File: config.mk
export PLATFORM = sky130hd
export DESIGN_NAME = ecc_err_reporter
export DESIGN_NICKNAME = d
export VERILOG_FILES = /design/src/rtl/ecc_rpt_pkg.sv /design/src/rtl/ecc_sbe_counter.sv /design/src/rtl/ecc_err_status.sv /design/src/rtl/ecc_err_capture.sv /design/src/rtl/ecc_err_reporter.sv
export SDC_FILE = /design/constraint.sdc
export NUM_CORES = 1
export LEC_CHECK = 0
export BUFFER_PORTS_ARGS = -buffer_cell sky130_fd_sc_hd__buf_2
export CORE_ASPECT_RATIO = 1.4
export CORE_UTILIZATION = 30
export DETAILED_ROUTE_END_ITERATION = 10
export PLACE_DENSITY = 0.63
export SYNTH_ARGS = -nofsm -noshare
export SYNTH_HDL_FRONTEND = slang
export SYNTH_SLANG_ARGS = --single-unit
File: constraint.sdc
create_clock -name clk -period 4.7 [get_ports clk]
set_input_delay 0.47 -clock clk [delete_from_list [all_inputs] [get_ports clk]]
set_output_delay 0.47 -clock clk [all_outputs]
set_load 0.05 [all_outputs]
File: src/rtl/ecc_rpt_pkg.sv
package ecc_rpt_pkg;
  localparam int ST_W   = 2;
  localparam int SB_BIT = 0;
  localparam int MB_BIT = 1;
endpackage

File: src/rtl/ecc_sbe_counter.sv
module ecc_sbe_counter #(
  parameter int CNT_W = 8
) (
  input  logic             clk,
  input  logic             rst_n,
  input  logic             inc,
  input  logic             cnt_we,
  input  logic [CNT_W-1:0] cnt_wdata,
  input  logic             trig_we,
  input  logic [CNT_W-1:0] trig_wdata,
  output logic [CNT_W-1:0] cnt_q,
  output logic [CNT_W-1:0] trig_q,
  output logic             hit
);
  localparam logic [CNT_W-1:0] CMAX = {CNT_W{1'b1}};

  logic [CNT_W-1:0] cnt_nxt;
  logic             do_inc;

  assign do_inc  = inc && !cnt_we;
  assign cnt_nxt = (cnt_q == CMAX) ? CMAX : cnt_q + CNT_W'(1);
  assign hit     = do_inc && (cnt_nxt == trig_q);

  always_ff @(posedge clk or negedge rst_n) begin
    if (!rst_n) begin
      cnt_q  <= '0;
      trig_q <= '0;
    end else begin
      if (cnt_we)      cnt_q <= cnt_wdata;
      else if (do_inc) cnt_q <= cnt_nxt;
      if (trig_we)     trig_q <= trig_wdata;
    end
  end

  // an accepted increment below the maximum adds exactly one
  a_r1_step: assert property (@(posedge clk) disable iff (!rst_n)
    (inc && !cnt_we && cnt_q != CMAX) |=> cnt_q == $past(cnt_q) + CNT_W'(1));

  // at the maximum an increment keeps the value
  a_r2_saturate: assert property (@(posedge clk) disable iff (!rst_n)
    (inc && !cnt_we && cnt_q == CMAX) |=> cnt_q == CMAX);

  // a software load wins over an increment
  a_r3_load_wins: assert property (@(posedge clk) disable iff (!rst_n)
    cnt_we |=> cnt_q == $past(cnt_wdata));
endmodule

File: src/rtl/ecc_err_status.sv
module ecc_err_status
  import ecc_rpt_pkg::*;
(
  input  logic            clk,
  input  logic            rst_n,
  input  logic [ST_W-1:0] set_bits,
  input  logic            clr_we,
  input  logic [ST_W-1:0] clr_bits,
  input  logic            report_en,
  output logic [ST_W-1:0] status_q,
  output logic [ST_W-1:0] status_kept,
  output logic            irq
);
  assign status_kept = clr_we ? (status_q & ~clr_bits) : status_q;

  always_ff @(posedge clk or negedge rst_n) begin
    if (!rst_n) status_q <= '0;
    else        status_q <= status_kept | set_bits;
  end

  assign irq = report_en && (status_q != '0);

  // an uncleared status bit never drops
  a_r7_sticky: assert property (@(posedge clk) disable iff (!rst_n)
    (status_q[SB_BIT] && !(clr_we && clr_bits[SB_BIT])) |=> status_q[SB_BIT]);

  // a set beats a simultaneous clear
  a_r7_set_wins: assert property (@(posedge clk) disable iff (!rst_n)
    set_bits[MB_BIT] |=> status_q[MB_BIT]);
endmodule

File: src/rtl/ecc_err_capture.sv
module ecc_err_capture #(
  parameter int ADDR_W = 32,
  parameter int SYN_W  = 8
) (
  input  logic              clk,
  input  logic              rst_n,
  input  logic              held,
  input  logic              new_report,
  input  logic              new_mbit,
  input  logic [ADDR_W-1:0] addr_in,
  input  logic [SYN_W-1:0]  syn_in,
  output logic [ADDR_W-1:0] cap_addr,
  output logic [SYN_W-1:0]  cap_syn,
  output logic              cap_mbit
);
  logic load;
  assign load = new_report && !held;

  always_ff @(posedge clk or negedge rst_n) begin
    if (!rst_n) begin
      cap_addr <= '0;
      cap_syn  <= '0;
      cap_mbit <= 1'b0;
    end else if (load) begin
      cap_addr <= addr_in;
      cap_syn  <= syn_in;
      cap_mbit <= new_mbit;
    end
  end

  // while an earlier report is held, the capture is frozen
  a_r9_hold: assert property (@(posedge clk) disable iff (!rst_n)
    held |=> ($stable(cap_addr) && $stable(cap_syn) && $stable(cap_mbit)));
endmodule

File: src/rtl/ecc_err_reporter.sv
module ecc_err_reporter
  import ecc_rpt_pkg::*;
#(
  parameter int CNT_W  = 8,
  parameter int ADDR_W = 32,
  parameter int SYN_W  = 8
) (
  input  logic              clk,
  input  logic              rst_n,
  input  logic              beat_vld,
  input  logic              sbe_flag,
  input  logic              mbe_flag,
  input  logic [ADDR_W-1:0] beat_addr,
  input  logic [SYN_W-1:0]  beat_syn,
  input  logic              report_en,
  input  logic              cnt_we,
  input  logic [CNT_W-1:0]  cnt_wdata,
  input  logic              trig_we,
  input  logic [CNT_W-1:0]  trig_wdata,
  input  logic              clr_we,
  input  logic [1:0]        clr_bits,
  output logic [CNT_W-1:0]  sbe_count,
  output logic [CNT_W-1:0]  trig_val,
  output logic [1:0]        err_status,
  output logic              irq,
  output logic [ADDR_W-1:0] cap_addr,
  output logic [SYN_W-1:0]  cap_syn,
  output logic              cap_mbit
);
  logic            sb_hit;
  logic [ST_W-1:0] set_bits;
  logic [ST_W-1:0] kept;

  ecc_sbe_counter #(.CNT_W(CNT_W)) u_cnt (
    .clk(clk), .rst_n(rst_n),
    .inc(beat_vld && sbe_flag),
    .cnt_we(cnt_we), .cnt_wdata(cnt_wdata),
    .trig_we(trig_we), .trig_wdata(trig_wdata),
    .cnt_q(sbe_count), .trig_q(trig_val), .hit(sb_hit)
  );

  always_comb begin
    set_bits         = '0;
    set_bits[SB_BIT] = report_en && sb_hit;
    set_bits[MB_BIT] = report_en && beat_vld && mbe_flag;
  end

  ecc_err_status u_st (
    .clk(clk), .rst_n(rst_n),
    .set_bits(set_bits), .clr_we(clr_we), .clr_bits(clr_bits),
    .report_en(report_en),
    .status_q(err_status), .status_kept(kept), .irq(irq)
  );

  ecc_err_capture #(.ADDR_W(ADDR_W), .SYN_W(SYN_W)) u_cap (
    .clk(clk), .rst_n(rst_n),
    .held(kept != '0),
    .new_report(set_bits != '0),
    .new_mbit(set_bits[MB_BIT]),
    .addr_in(beat_addr), .syn_in(beat_syn),
    .cap_addr(cap_addr), .cap_syn(cap_syn), .cap_mbit(cap_mbit)
  );

  // with reporting off, no status bit can become newly set
  a_r6_no_set_when_off: assert property (@(posedge clk) disable iff (!rst_n)
    (!report_en && err_status == '0) |=> err_status == '0);

  // an enabled multi-bit beat always reports
  a_r5_mbit_report: assert property (@(posedge clk) disable iff (!rst_n)
    (report_en && beat_vld && mbe_flag) |=> err_status[MB_BIT]);
endmodule

* After elaboration in Yosys (flattened, before gate mapping)
Cells that the tools add are included.
Storage, ports and cells: register bits after elaboration 59, bits of input ports 67, output and inout port bits 60, logic and storage cells 30
Operators by class: add/sub/neg operators 1, eq/ne operators 2, mux-type cells 4, bitwise logic cells 3, reduce and logical (&&, ||, !) cells 14
Operators with widths (number):
- 8-bit two-way mux | 3
- 8-bit by 1-bit adder with 8-bit output (second input constant) | 1
- 8-bit equality test | 1
- 8-bit equality test (second input constant) | 1
- 1-bit logical AND | 8
- 2-bit nonzero test | 4
- 2-bit bitwise AND | 1
- 1-bit zero test | 2
- 2-bit two-way mux | 1
- 2-bit NOT | 1
- 2-bit bitwise OR | 1

* Depth between registers and ports, before layout
Gate-level depths: netlist of run 1.
depth after elaboration 7, mapped depth 10, gate-level depth less buffers 7

* Hierarchy
A second synthesis of run 1 with hierarchy kept.
Unflattened totals: cell total of the unflattened synthesis 224, area, all modules 3034.2 µm²
By module, submodules not included:
- ecc_err_capture | instances 1, cells an instance 88, area an instance 1742.9 µm², seq. area each 1026.0 µm²
- ecc_sbe_counter | instances 1, cells an instance 123, area an instance 1159.9 µm², seq. area each 400.4 µm²
- ecc_err_status | instances 1, cells an instance 7, area an instance 92.6 µm², seq. area each 50.0 µm²
- ecc_err_reporter | instances 1, cells an instance 6, area an instance 38.8 µm², seq. area each 0.0 µm²

* Least setup slack after synthesis of run 1
OpenSTA, ideal clock, no wires.
kind reg2reg, start point register u_cnt.cnt_q[0], end point register u_cap.cap_addr[0], setup time 0.080 ns, data arrival time 2.738 ns, data required time 4.620 ns, setup slack 1.882 ns, stages on the path, launching flop included 11, buffers on the path 3, period minus slack after synthesis 2.818 ns, cell sequence dfrtp_1 > ha_1 > buf_2 > nand4_1 > nor2_1 > nor3b_1 > a221o_1 > and4_1 > buf_6 > buf_12 > o211ai_2
On the way: longest elaborated chain between the ends 7, elaborated cells between the ends (all ways) 8, classes of those cells 1 x add/sub; 2 x eq/ne; 1 x mux; 4 x reduce/logical
Ends and longest elaborated chain:
- from (decl) | line ecc_sbe_counter.sv:11 | output logic [CNT_W-1:0] cnt_q,
- from (signal assigned) | line ecc_sbe_counter.sv:29 | if (cnt_we) cnt_q <= cnt_wdata;
- from (signal assigned) | line ecc_sbe_counter.sv:30 | else if (do_inc) cnt_q <= cnt_nxt;
- 8-bit by 1-bit adder with 8-bit output or 8-bit equality test (tied branches) | line ecc_sbe_counter.sv:21 | assign cnt_nxt = (cnt_q == CMAX) ? CMAX : cnt_q + CNT_W'(1);
- 8-bit two-way mux * | line ecc_sbe_counter.sv:21
- 8-bit equality test * | line ecc_sbe_counter.sv:22 | assign hit = do_inc && (cnt_nxt == trig_q);
- 1-bit logical AND * | line ecc_sbe_counter.sv:22
- 1-bit logical AND * | line ecc_err_reporter.sv:44 | set_bits[SB_BIT] = report_en && sb_hit;
- 2-bit nonzero test * | line ecc_err_reporter.sv:58 | .new_report(set_bits != '0),
- 1-bit logical AND * | line ecc_err_capture.sv:17 | assign load = new_report && !held;
- to (signal assigned) | line ecc_err_capture.sv:25 | cap_addr <= addr_in;
- to (decl) | line ecc_err_capture.sv:12 | output logic [ADDR_W-1:0] cap_addr,
Every way passes the cells marked *; elsewhere a longest branch is shown, timed or not. A chain may end at the register's enable or synchronous reset.

* Worst setup path after layout of run 1
start point register u_cnt.cnt_q[0], end point register u_cap.cap_addr[24]
The elaborated chain is that of the path after synthesis.

==> results of run 1 <==
critical path: cells and delay by family, from the launching register on:
kind | cells | cell delay [ns]
AO/OA/AOI/OAI | 2 | 0.88
AND/OR/NAND/NOR | 4 | 1.15
buffers and inverters | 1 | 0.51
adder cells (fa/ha/maj) | 1 | 0.41
flip-flops | 1 | 0.50
routing by layer:
layer  part of all wire  GRT usage
met5                  0          0
met4              0.016    0.07239
met3              0.054    0.03290
met2               0.51     0.3152
met1               0.42     0.2102
power groups by stage:
| stage | Clock (mW) | Sequential [mW] | Combinational, mW |
|---|---|---|---|
| 3_5_place_dp | 0 | 0.669 | 0.713 |
| 2_1_floorplan | 0 | 0.944 | 0.244 |
| 6_report | 0.764 | 0.661 | 0.709 |
| 4_1_cts | 0.778 | 0.662 | 0.714 |
| 5_1_grt | 0.798 | 0.673 | 0.755 |
| 3_3_place_gp | 0 | 0.668 | 0.703 |
final cells by class:
class                      instances  share of cell area
multi-input combinational        320              0.4383
inverter                           5            0.003902
tap                              150             0.03902
clock inverter                     5             0.02081
sequential                        59              0.3070
timing repair buffer             132              0.1405
clock buffer                      11             0.05047
registers in the layout, indices dropped and copies added (netlist names):
signal          flops
u_cap.cap_mbit      1
u_cnt.trig_q        8
u_st.status_q       2
u_cnt.cnt_q         8
u_cap.cap_syn       8
u_cap.cap_addr     32
cell usage after synthesis (2+ instances only):
library cell	count	area [µm²]
nand3_1	9	45.04
nand4_1	42	262.8
mux2i_1	2	20.02
o31ai_1	3	22.52
mux2_2	7	78.83
o211ai_2	39	488.0
nand2_1	101	379.1
a31oi_1	2	12.51
o211ai_1	2	15.01
xor2_1	2	17.52
nor2_1	9	33.78
a21oi_1	7	35.03
nor2b_1	4	25.02
buf_2	3	15.01
nor3_1	2	10.01
and4_1	2	17.52
buf_4	3	22.52
o21ai_0	13	65.06
dfrtp_1	59	1476
nor3b_1	2	15.01
buf_12	4	80.08
clkbuf_1	33	123.9
inv_1	5	18.77
a211oi_1	2	15.01
and3_1	41	256.5
cells by family after synthesis:
logic type      Yosys count
buf+inv                  50
xor+xnor                  2
mux                       9
fa+ha+maj                 1
simple gates            225
flops                    59
compound gates           83
how the worst max path moves through the flow:
stage	cells past startpoint	start	slack (ns)	to
2_1_floorplan	10	u_cnt.cnt_q[0]	1.88	u_cap.cap_addr[0]
3_3_place_gp	8	u_cnt.cnt_q[0]	1.14	u_cap.cap_addr[24]
3_5_place_dp	8	u_cnt.cnt_q[0]	1.10	u_cap.cap_addr[24]
4_1_cts	8	u_cnt.cnt_q[0]	1.07	u_cap.cap_addr[24]
5_1_grt	8	u_cnt.cnt_q[0]	0.76	u_cap.cap_addr[24]
6_report	8	u_cnt.cnt_q[0]	1.05	u_cap.cap_addr[24]
per-stage QoR:
stage / instance area (µm²) / hold WS [ns] / worst slack (ns) / std cells / util
final: 4810 / 0.3121 / 1.047 / 682 / 0.3869
after global routing: 4810 / 0.3483 / 0.7628 / 682 / 0.3869
after CTS: 4810 / 0.3343 / 1.072 / 682 / 0.3869
after detailed placement: 4467 / 0.5176 / 1.099 / 666 / 0.3593
after global placement: 4467 / 0.5239 / 1.141 / 666 / 0.3593
after floorplan: 3847 / 0.1744 / 1.882 / 429 / -
==> results.sh, run 1 <==
export IMPL_status="complete, but fails checks"
export IMPL_failed_checks="DRC"
export IMPL_gp_congestion=0.8951
export IMPL_cp_max_fo=42
export IMPL_fin_skew_ns=0.005841
export IMPL_drt_initial_drc_count=235
export IMPL_synth_nets=497
export IMPL_row_count=48
export IMPL_synth_edf_count=0
export IMPL_cp_arrival_ns=3.84
export IMPL_post_route_drc_count=12
export IMPL_cts_hold_buffers=0
export IMPL_drv_slew=0
export IMPL_setup_violations=0
export IMPL_pwr_share_seq=0.310
export IMPL_track_usage=0.1774
export IMPL_period_needed_ns=3.653
export IMPL_clkLatencyLatePin_ns=0.33
export IMPL_ys_seq_area_frac=0.3837
export IMPL_cts_resized=0
export IMPL_hold_violations=0
export IMPL_p_sw_uw=819.6
export IMPL_core_mm2=0.01243
export IMPL_synth_compound_area_frac=0.2029
export IMPL_crit_slowest_cell="a221o_2"
export IMPL_fmax_mhz=273.8
export IMPL_numCtsBuffers=9
export IMPL_maxCapViolCount=0
export IMPL_cts_path_max_buffers=2
export IMPL_synth_ff_type="dfrtp_1"
export IMPL_synth_cells=429
export IMPL_firstDrtPassIters=8
export IMPL_rsz0062_at_grt="no"
export IMPL_cts_setup_buffers=0
export IMPL_synth_adder_area_share=0.003252
export IMPL_start_util=0.3095
export IMPL_pin_count=127
export IMPL_nets=595
export IMPL_wl_per_cell_um=16.74
export IMPL_syn_avg_cell_area_um2=8.968
export IMPL_yosys_area_share_simple=0.3083
export IMPL_seq_area_mm2=0.001476
export IMPL_vias_per_cell=5.462
export IMPL_internal_power_mw=1.314
export IMPL_leakage_nw=2.330
export IMPL_tightest_slew_ns=0.9466
export IMPL_wl_um=11420
export IMPL_cts_root_buffer="clkbuf_16"
export IMPL_muxShareOfSynthArea=0.02569
export IMPL_reg2reg_setup_slack_ns=1.05
export IMPL_post_route_period_util=0.7772
export IMPL_fp_dieArea_mm2=0.01329
export IMPL_num_vias=3725
export IMPL_yosys_cell_types_count=56
export IMPL_grt_pass1_wl_um=18780
export IMPL_htreeDepth=3
export IMPL_ys_ff_latch=59
export IMPL_timing_worst_setup_path_type="reg2reg"
export IMPL_p_total_mw=2.133
export IMPL_async_flop_share=1.000
export IMPL_die_w_um=97.71
export IMPL_grt_overflow_total=0
export IMPL_clkSlewWorstSetupHoldPaths_ns=0.05
export IMPL_r2r_end="u_cap.cap_addr[24]"
export IMPL_cts_tree="done"
export IMPL_antenna_found_initial=0
export IMPL_required_ns=4.88
export IMPL_reg2reg_depth=8
export IMPL_hold_class="in2async"
export IMPL_yosysWarningCount=0
export IMPL_dieHeight_um=136.0
export IMPL_syn_area_mm2=0.003847
export IMPL_diodes=0
export IMPL_ir_worst_vdd_v=0.0001724
export IMPL_hpwl_um=7662
export IMPL_drive_above_1_share=0.3797
export IMPL_io_buffer_count=126
export IMPL_crit_chain="ha_1, nand4_1, nor2_1, nor3b_1, a221o_2, and4_2, buf_4, o211ai_1"
export IMPL_multi_input_area_mm2=0.002108
export IMPL_endpoint_kind="register"
export IMPL_ant_nets=0
export IMPL_layout_common_cells="buf_2, nand2_1, dfrtp_1, nand4_1, and3_1"
export IMPL_powerDensity_mw_per_mm2=443.6
export IMPL_crit_path_start_kind="register"
export IMPL_fin_setup_tns_ns=0
export IMPL_cts_sinks=59
export IMPL_synth_top_family_by_area="simple AND/OR/NAND/NOR gates"
export IMPL_switching_share=0.3842
export IMPL_synthXorXnorAreaFrac=0.004553
export IMPL_comb_power_share=0.332
export IMPL_rr_startpoint="u_cnt.cnt_q[0]"
export IMPL_fill_cells=1268
export IMPL_grt_pass1_vias=3694
export IMPL_maxSlewHeadroom=0.3676
export IMPL_syn_to_final_growth_pct=25.01
export IMPL_pwr_share_clk=0.358
export IMPL_critical_path_max_stage_delay_ns=0.72
export IMPL_layout_cells_most_common="buf_2"
export IMPL_grt_max_degree=60
(Power assumes the default switching activity.)
==> run 2, diff against run 1 <==
==> constraint.sdc (replaced) <==
create_clock -name clk -period 3.45 [get_ports clk]
set_input_delay 0.345 -clock clk [delete_from_list [all_inputs] [get_ports clk]]
set_output_delay 0.345 -clock clk [all_outputs]
set_load 0.05 [all_outputs]
==> run 2 against run 1 <==
The run still ends with DRC left. Critical path type unchanged. Maximum frequency up 20%. Clock power rose by 3.7%. Clock-buffer cell count up 1.
==> results.sh, run 2 (synthesis gave the netlist of run 1 again) <==
export IMPL_firstDrtPassIters=8
export IMPL_fill_cells=1278
export IMPL_endpoint_kind="register"
export IMPL_powerDensity_mw_per_mm2=560.5
export IMPL_maxCapViolCount=0
export IMPL_die_w_um=97.71
export IMPL_cts_setup_buffers=0
export IMPL_diodes=0
export IMPL_ant_nets=0
export IMPL_cp_arrival_ns=3.24
export IMPL_fin_setup_tns_ns=0
export IMPL_hold_violations=0
export IMPL_numCtsBuffers=9
export IMPL_crit_path_start_kind="register"
export IMPL_ir_worst_vdd_v=0.0002256
export IMPL_cp_max_fo=24
export IMPL_drt_initial_drc_count=265
export IMPL_period_needed_ns=3.039
export IMPL_seq_area_mm2=0.001476
export IMPL_start_util=0.3095
export IMPL_required_ns=3.65
export IMPL_wl_um=11840
export IMPL_vias_per_cell=5.518
export IMPL_dieHeight_um=136.0
export IMPL_grt_max_degree=43
export IMPL_drive_above_1_share=0.3801
export IMPL_fin_skew_ns=0.005562
export IMPL_grt_overflow_total=0
export IMPL_track_usage=0.1823
export IMPL_largest_reg_flops=32
export IMPL_fp_dieArea_mm2=0.01329
export IMPL_syn_to_final_growth_pct=23.80
export IMPL_p_total_mw=2.670
export IMPL_core_mm2=0.01243
export IMPL_fmax_mhz=329.1
export IMPL_tightest_slew_ns=0.9870
export IMPL_drv_slew=0
export IMPL_final_setup_worst_slack_ns=0.4113
export IMPL_clkSlewWorstSetupHoldPaths_ns=0.05
export IMPL_failed_checks="DRC"
export IMPL_rsz0062_at_grt="no"
export IMPL_grt_pass1_wl_um=19080
export IMPL_antenna_found_initial=0
export IMPL_post_route_period_util=0.8808
export IMPL_cts_root_buffer="clkbuf_16"
export IMPL_wl_per_cell_um=17.31
export IMPL_cts_hold_buffers=0
export IMPL_setup_violations=0
export IMPL_io_buffer_count=126
export IMPL_htreeDepth=3
export IMPL_cts_path_max_buffers=2
export IMPL_hpwl_um=7902
export IMPL_place_inst=669
export IMPL_cts_tree="done"
export IMPL_row_count=48
export IMPL_num_vias=3774
export IMPL_finalNonFillerCells=684
export IMPL_multi_input_area_mm2=0.002108
export IMPL_post_route_drc_count=12
export IMPL_pre_cts_slack_ns=0.4475
export IMPL_gp_congestion=0.8617
export IMPL_status="complete, but fails checks"
export IMPL_maxSlewHeadroom=0.3406
export IMPL_leakage_nw=2.310
export IMPL_top_register="u_cap.cap_addr"
export IMPL_pin_count=127
export IMPL_layout_cells_most_common="buf_2"
export IMPL_layout_common_cells="buf_2, nand2_1, dfrtp_1, nand4_1, and3_1"
export IMPL_nets=598
export IMPL_grt_pass1_vias=3739
export IMPL_cts_sinks=59
export IMPL_hold_class="in2async"
export IMPL_clkLatencyLatePin_ns=0.32
export IMPL_cts_resized=0
export IMPL_timing_worst_setup_path_type="reg2reg"
## run 2: per-layer routing
metal	vias up	GRT usage	share of wire
met4	0	0.08081	0.020
met3	16	0.03290	0.054
met5	-	0	0
met2	133	0.3219	0.51
met1	1850	0.2159	0.42
li1	1775	-	-
## run 2: path summary, 6_finish.rpt
check | start | endpoint | slack, ns | cells after the start
max in group asynchronous | rst_n | u_cap.cap_addr[27] | 2.48 | 2
min reg2reg | u_cap.cap_mbit | u_cap.cap_mbit | 0.54 | 2
min in group clk | cnt_wdata[6] | u_cnt.cnt_q[6] | 0.22 | 3
min | rst_n | u_cap.cap_addr[17] | 0.13 | 1
max | u_cnt.cnt_q[0] | u_cap.cap_addr[24] | 0.41 | 8
max reg2reg | u_cnt.cnt_q[0] | u_cap.cap_addr[24] | 0.41 | 8
## run 2: power by group
part,total (mW),switching (mW),internal (mW)
logic,0.983,0.715,0.268
clock network,0.792,0.295,0.497
registers,0.895,0.0890,0.806
## run 2: area by class of cell
cell class | instances | share of cell area
clock inverters | 3 | 0.003152
multi-input cells | 320 | 0.4426
clock buffers | 12 | 0.05175
inverters | 5 | 0.003940
flip-flops and latches | 59 | 0.3100
well taps | 150 | 0.03940
repair buffers | 135 | 0.1492
## run 2: stage by stage
stage	utilization	instance area (µm²)	hold slack, ns
floorplan	-	3847	0.04941
global route	0.3832	4763	0.1901
global placement	0.3621	4502	0.5026
detailed placement	0.3621	4502	0.5178
finish	0.3832	4763	0.1301
CTS	0.3832	4763	0.1628
## run 2: critical path, stage by stage (launching register included)
cell,delay (ns)
dfrtp_1,0.35
ha_1,0.42
and4_1,0.37
nand2_1,0.13
o221a_1,0.29
nor4_4,0.26
and4_2,0.66
buf_12,0.28
o211ai_1,0.12
==> run 3, diff against run 2 <==
--- a/config.mk
+++ b/config.mk
@@ -5,11 +5,14 @@
 export SDC_FILE = /design/constraint.sdc
 export NUM_CORES = 1
 export LEC_CHECK = 0
+export ABC_CLOCK_PERIOD_IN_PS = 3450
 export BUFFER_PORTS_ARGS = -buffer_cell sky130_fd_sc_hd__buf_2
 export CORE_ASPECT_RATIO = 1.4
 export CORE_UTILIZATION = 30
 export DETAILED_ROUTE_END_ITERATION = 10
+export GPL_ROUTABILITY_DRIVEN = 0
 export PLACE_DENSITY = 0.63
+export RECOVER_POWER = 50
 export SYNTH_ARGS = -nofsm -noshare
 export SYNTH_HDL_FRONTEND = slang
 export SYNTH_SLANG_ARGS = --single-unit
==> run 3 against run 2 <==
Maximum frequency grew 2.7%. Critical path depth did not move. Via count shrank 1.6%. Cell count did not move. Clock skew increased by 0.0012 ns. Global-route usage hardly changed. Sequential cell count unchanged. The flow finishes with violations (DRC, capacitance limit).
==> results.sh, run 3 (synthesis gave the netlist of run 1 again) <==
export IMPL_status="complete, but fails checks"
export IMPL_failed_checks="DRC, capacitance limit"
export IMPL_vias_per_cell=5.428
export IMPL_drt_initial_drc_count=253
export IMPL_maxCapViolCount=1
export IMPL_dieHeight_um=136.0
export IMPL_grt_overflow_total=0
export IMPL_fin_setup_tns_ns=0
export IMPL_post_route_period_util=0.8575
export IMPL_numCtsBuffers=9
export IMPL_grt_pass1_wl_um=19040
export IMPL_fin_skew_ns=0.006790
export IMPL_nets=597
export IMPL_p_total_mw=2.683
export IMPL_critical_path_max_stage_delay_ns=0.55
export IMPL_cts_tree="done"
export IMPL_cts_resized=0
export IMPL_track_usage=0.1820
export IMPL_final_setup_worst_slack_ns=0.4916
export IMPL_hpwl_um=7651
export IMPL_top_register="u_cap.cap_addr"
export IMPL_setup_violations=0
export IMPL_cts_root_buffer="clkbuf_16"
export IMPL_cts_path_max_buffers=2
export IMPL_critPathTopFamily="simple AND/OR/NAND/NOR gates"
export IMPL_htreeDepth=3
export IMPL_ir_worst_vdd_v=0.0002194
export IMPL_drive_above_1_share=0.3371
export IMPL_post_route_drc_count=12
export IMPL_die_w_um=97.71
export IMPL_finalNonFillerCells=684
export IMPL_layout_common_cells="buf_2, nand2_1, dfrtp_1, nand4_1, and3_1"
export IMPL_crit_path_start_kind="register"
export IMPL_tightest_slew_ns=1.496
export IMPL_crit_slowest_cell="dfrtp_1"
export IMPL_cts_sinks=59
export IMPL_io_buffer_count=126
export IMPL_cts_setup_buffers=0
export IMPL_diodes=0
export IMPL_syn_to_final_growth_pct=22.83
export IMPL_required_ns=3.65
export IMPL_pin_count=127
export IMPL_period_needed_ns=2.958
export IMPL_clkLatencyLatePin_ns=0.33
export IMPL_grt_pass1_vias=3611
export IMPL_cts_hold_buffers=0
export IMPL_grt_max_degree=43
export IMPL_firstDrtPassIters=7
export IMPL_maxSlewHeadroom=0.002732
export IMPL_ant_nets=0
export IMPL_row_count=48
export IMPL_cp_max_fo=21
export IMPL_crit_buf_inv=1
export IMPL_endpoint_kind="register"
export IMPL_leakage_nw=2.239
export IMPL_pre_cts_slack_ns=0.5076
export IMPL_num_vias=3713
export IMPL_cp_arrival_ns=3.15
export IMPL_antenna_found_initial=0
export IMPL_hold_violations=0
export IMPL_wl_um=11550
export IMPL_timing_worst_setup_path_type="reg2reg"
export IMPL_hold_class="in2reg"
export IMPL_powerDensity_mw_per_mm2=567.8
export IMPL_fp_dieArea_mm2=0.01329
export IMPL_crit_chain="ha_1, and4_1, nand2_1, o221a_1, nor4_4, and4_2, buf_4, o211ai_2"
export IMPL_fmax_mhz=338.0
export IMPL_largest_reg_flops=32
export IMPL_clkSlewWorstSetupHoldPaths_ns=0.05
export IMPL_place_inst=668
export IMPL_core_mm2=0.01243
export IMPL_start_util=0.3095
export IMPL_wl_per_cell_um=16.89
export IMPL_rsz0062_at_grt="no"
export IMPL_drv_slew=0
export IMPL_layout_cells_most_common="buf_2"
run 3: changes by cell type in the layout (fill, tap and decap cells not counted):
cell | before | now
clkbuf_8 | 1 | 2
buf_2 | 126 | 104
clkinv_2 | 3 | 2
clkbuf_1 | 2 | 25
buf_4 | 8 | 7
buf_12 | 1 | 0
clkbuf_2 | 0 | 1
run 3: tightest hold or removal path: stages:
cell and delay (ns):
buf_2 0.07, nand2_1 0.04, o21ai_0 0.06
run 3: report_power, final:
part           internal [mW]  switching, mW  total [mW]
Sequential             0.806         0.0993       0.905
Clock                  0.523          0.305       0.828
Combinational          0.250          0.701       0.951
Total                   1.58           1.10        2.68
run 3: cell type report:
| cell class | instances | area, µm² |
|---|---|---|
| timing repair buffer | 134 | 660.6 |
| sequential | 59 | 1476 |
| tap | 150 | 187.7 |
| multi-input combinational | 320 | 2108 |
| inverter | 5 | 18.77 |
| clock inverter | 2 | 10.01 |
| clock buffer | 14 | 264.0 |
| fill | 1292 | 7706 |
run 3: path summary, 6_finish.rpt:
check	start	to	slack (ns)	cells after the start
setup / recovery	u_cnt.cnt_q[0]	u_cap.cap_addr[10]	0.49	8
hold / removal	cnt_wdata[5]	u_cnt.cnt_q[5]	0.22	3
setup reg to reg	u_cnt.cnt_q[0]	u_cap.cap_addr[10]	0.49	8
hold reg to reg	u_cap.cap_addr[29]	u_cap.cap_addr[29]	0.55	2
max in group asynchronous	rst_n	u_cap.cap_addr[19]	1.49	2
min in group asynchronous	rst_n	u_cnt.trig_q[5]	0.36	1
run 3: stage by stage:
stage          cell area [µm²]  hold slack [ns]    util
6_report                  4726           0.2229  0.3801
2_1_floorplan             3847          0.04941       -
4_1_cts                   4756          0.03680  0.3825
3_5_place_dp              4482           0.3951  0.3605
3_3_place_gp              4482           0.4022  0.3605
5_1_grt                   4726           0.2269  0.3801
run 3: per-layer routing:
metal / global-route usage / part of all wire
met1: 0.2152 / 0.40
met3: 0.03856 / 0.049
met5: 0 / 0
met2: 0.3215 / 0.53
met4: 0.07155 / 0.019
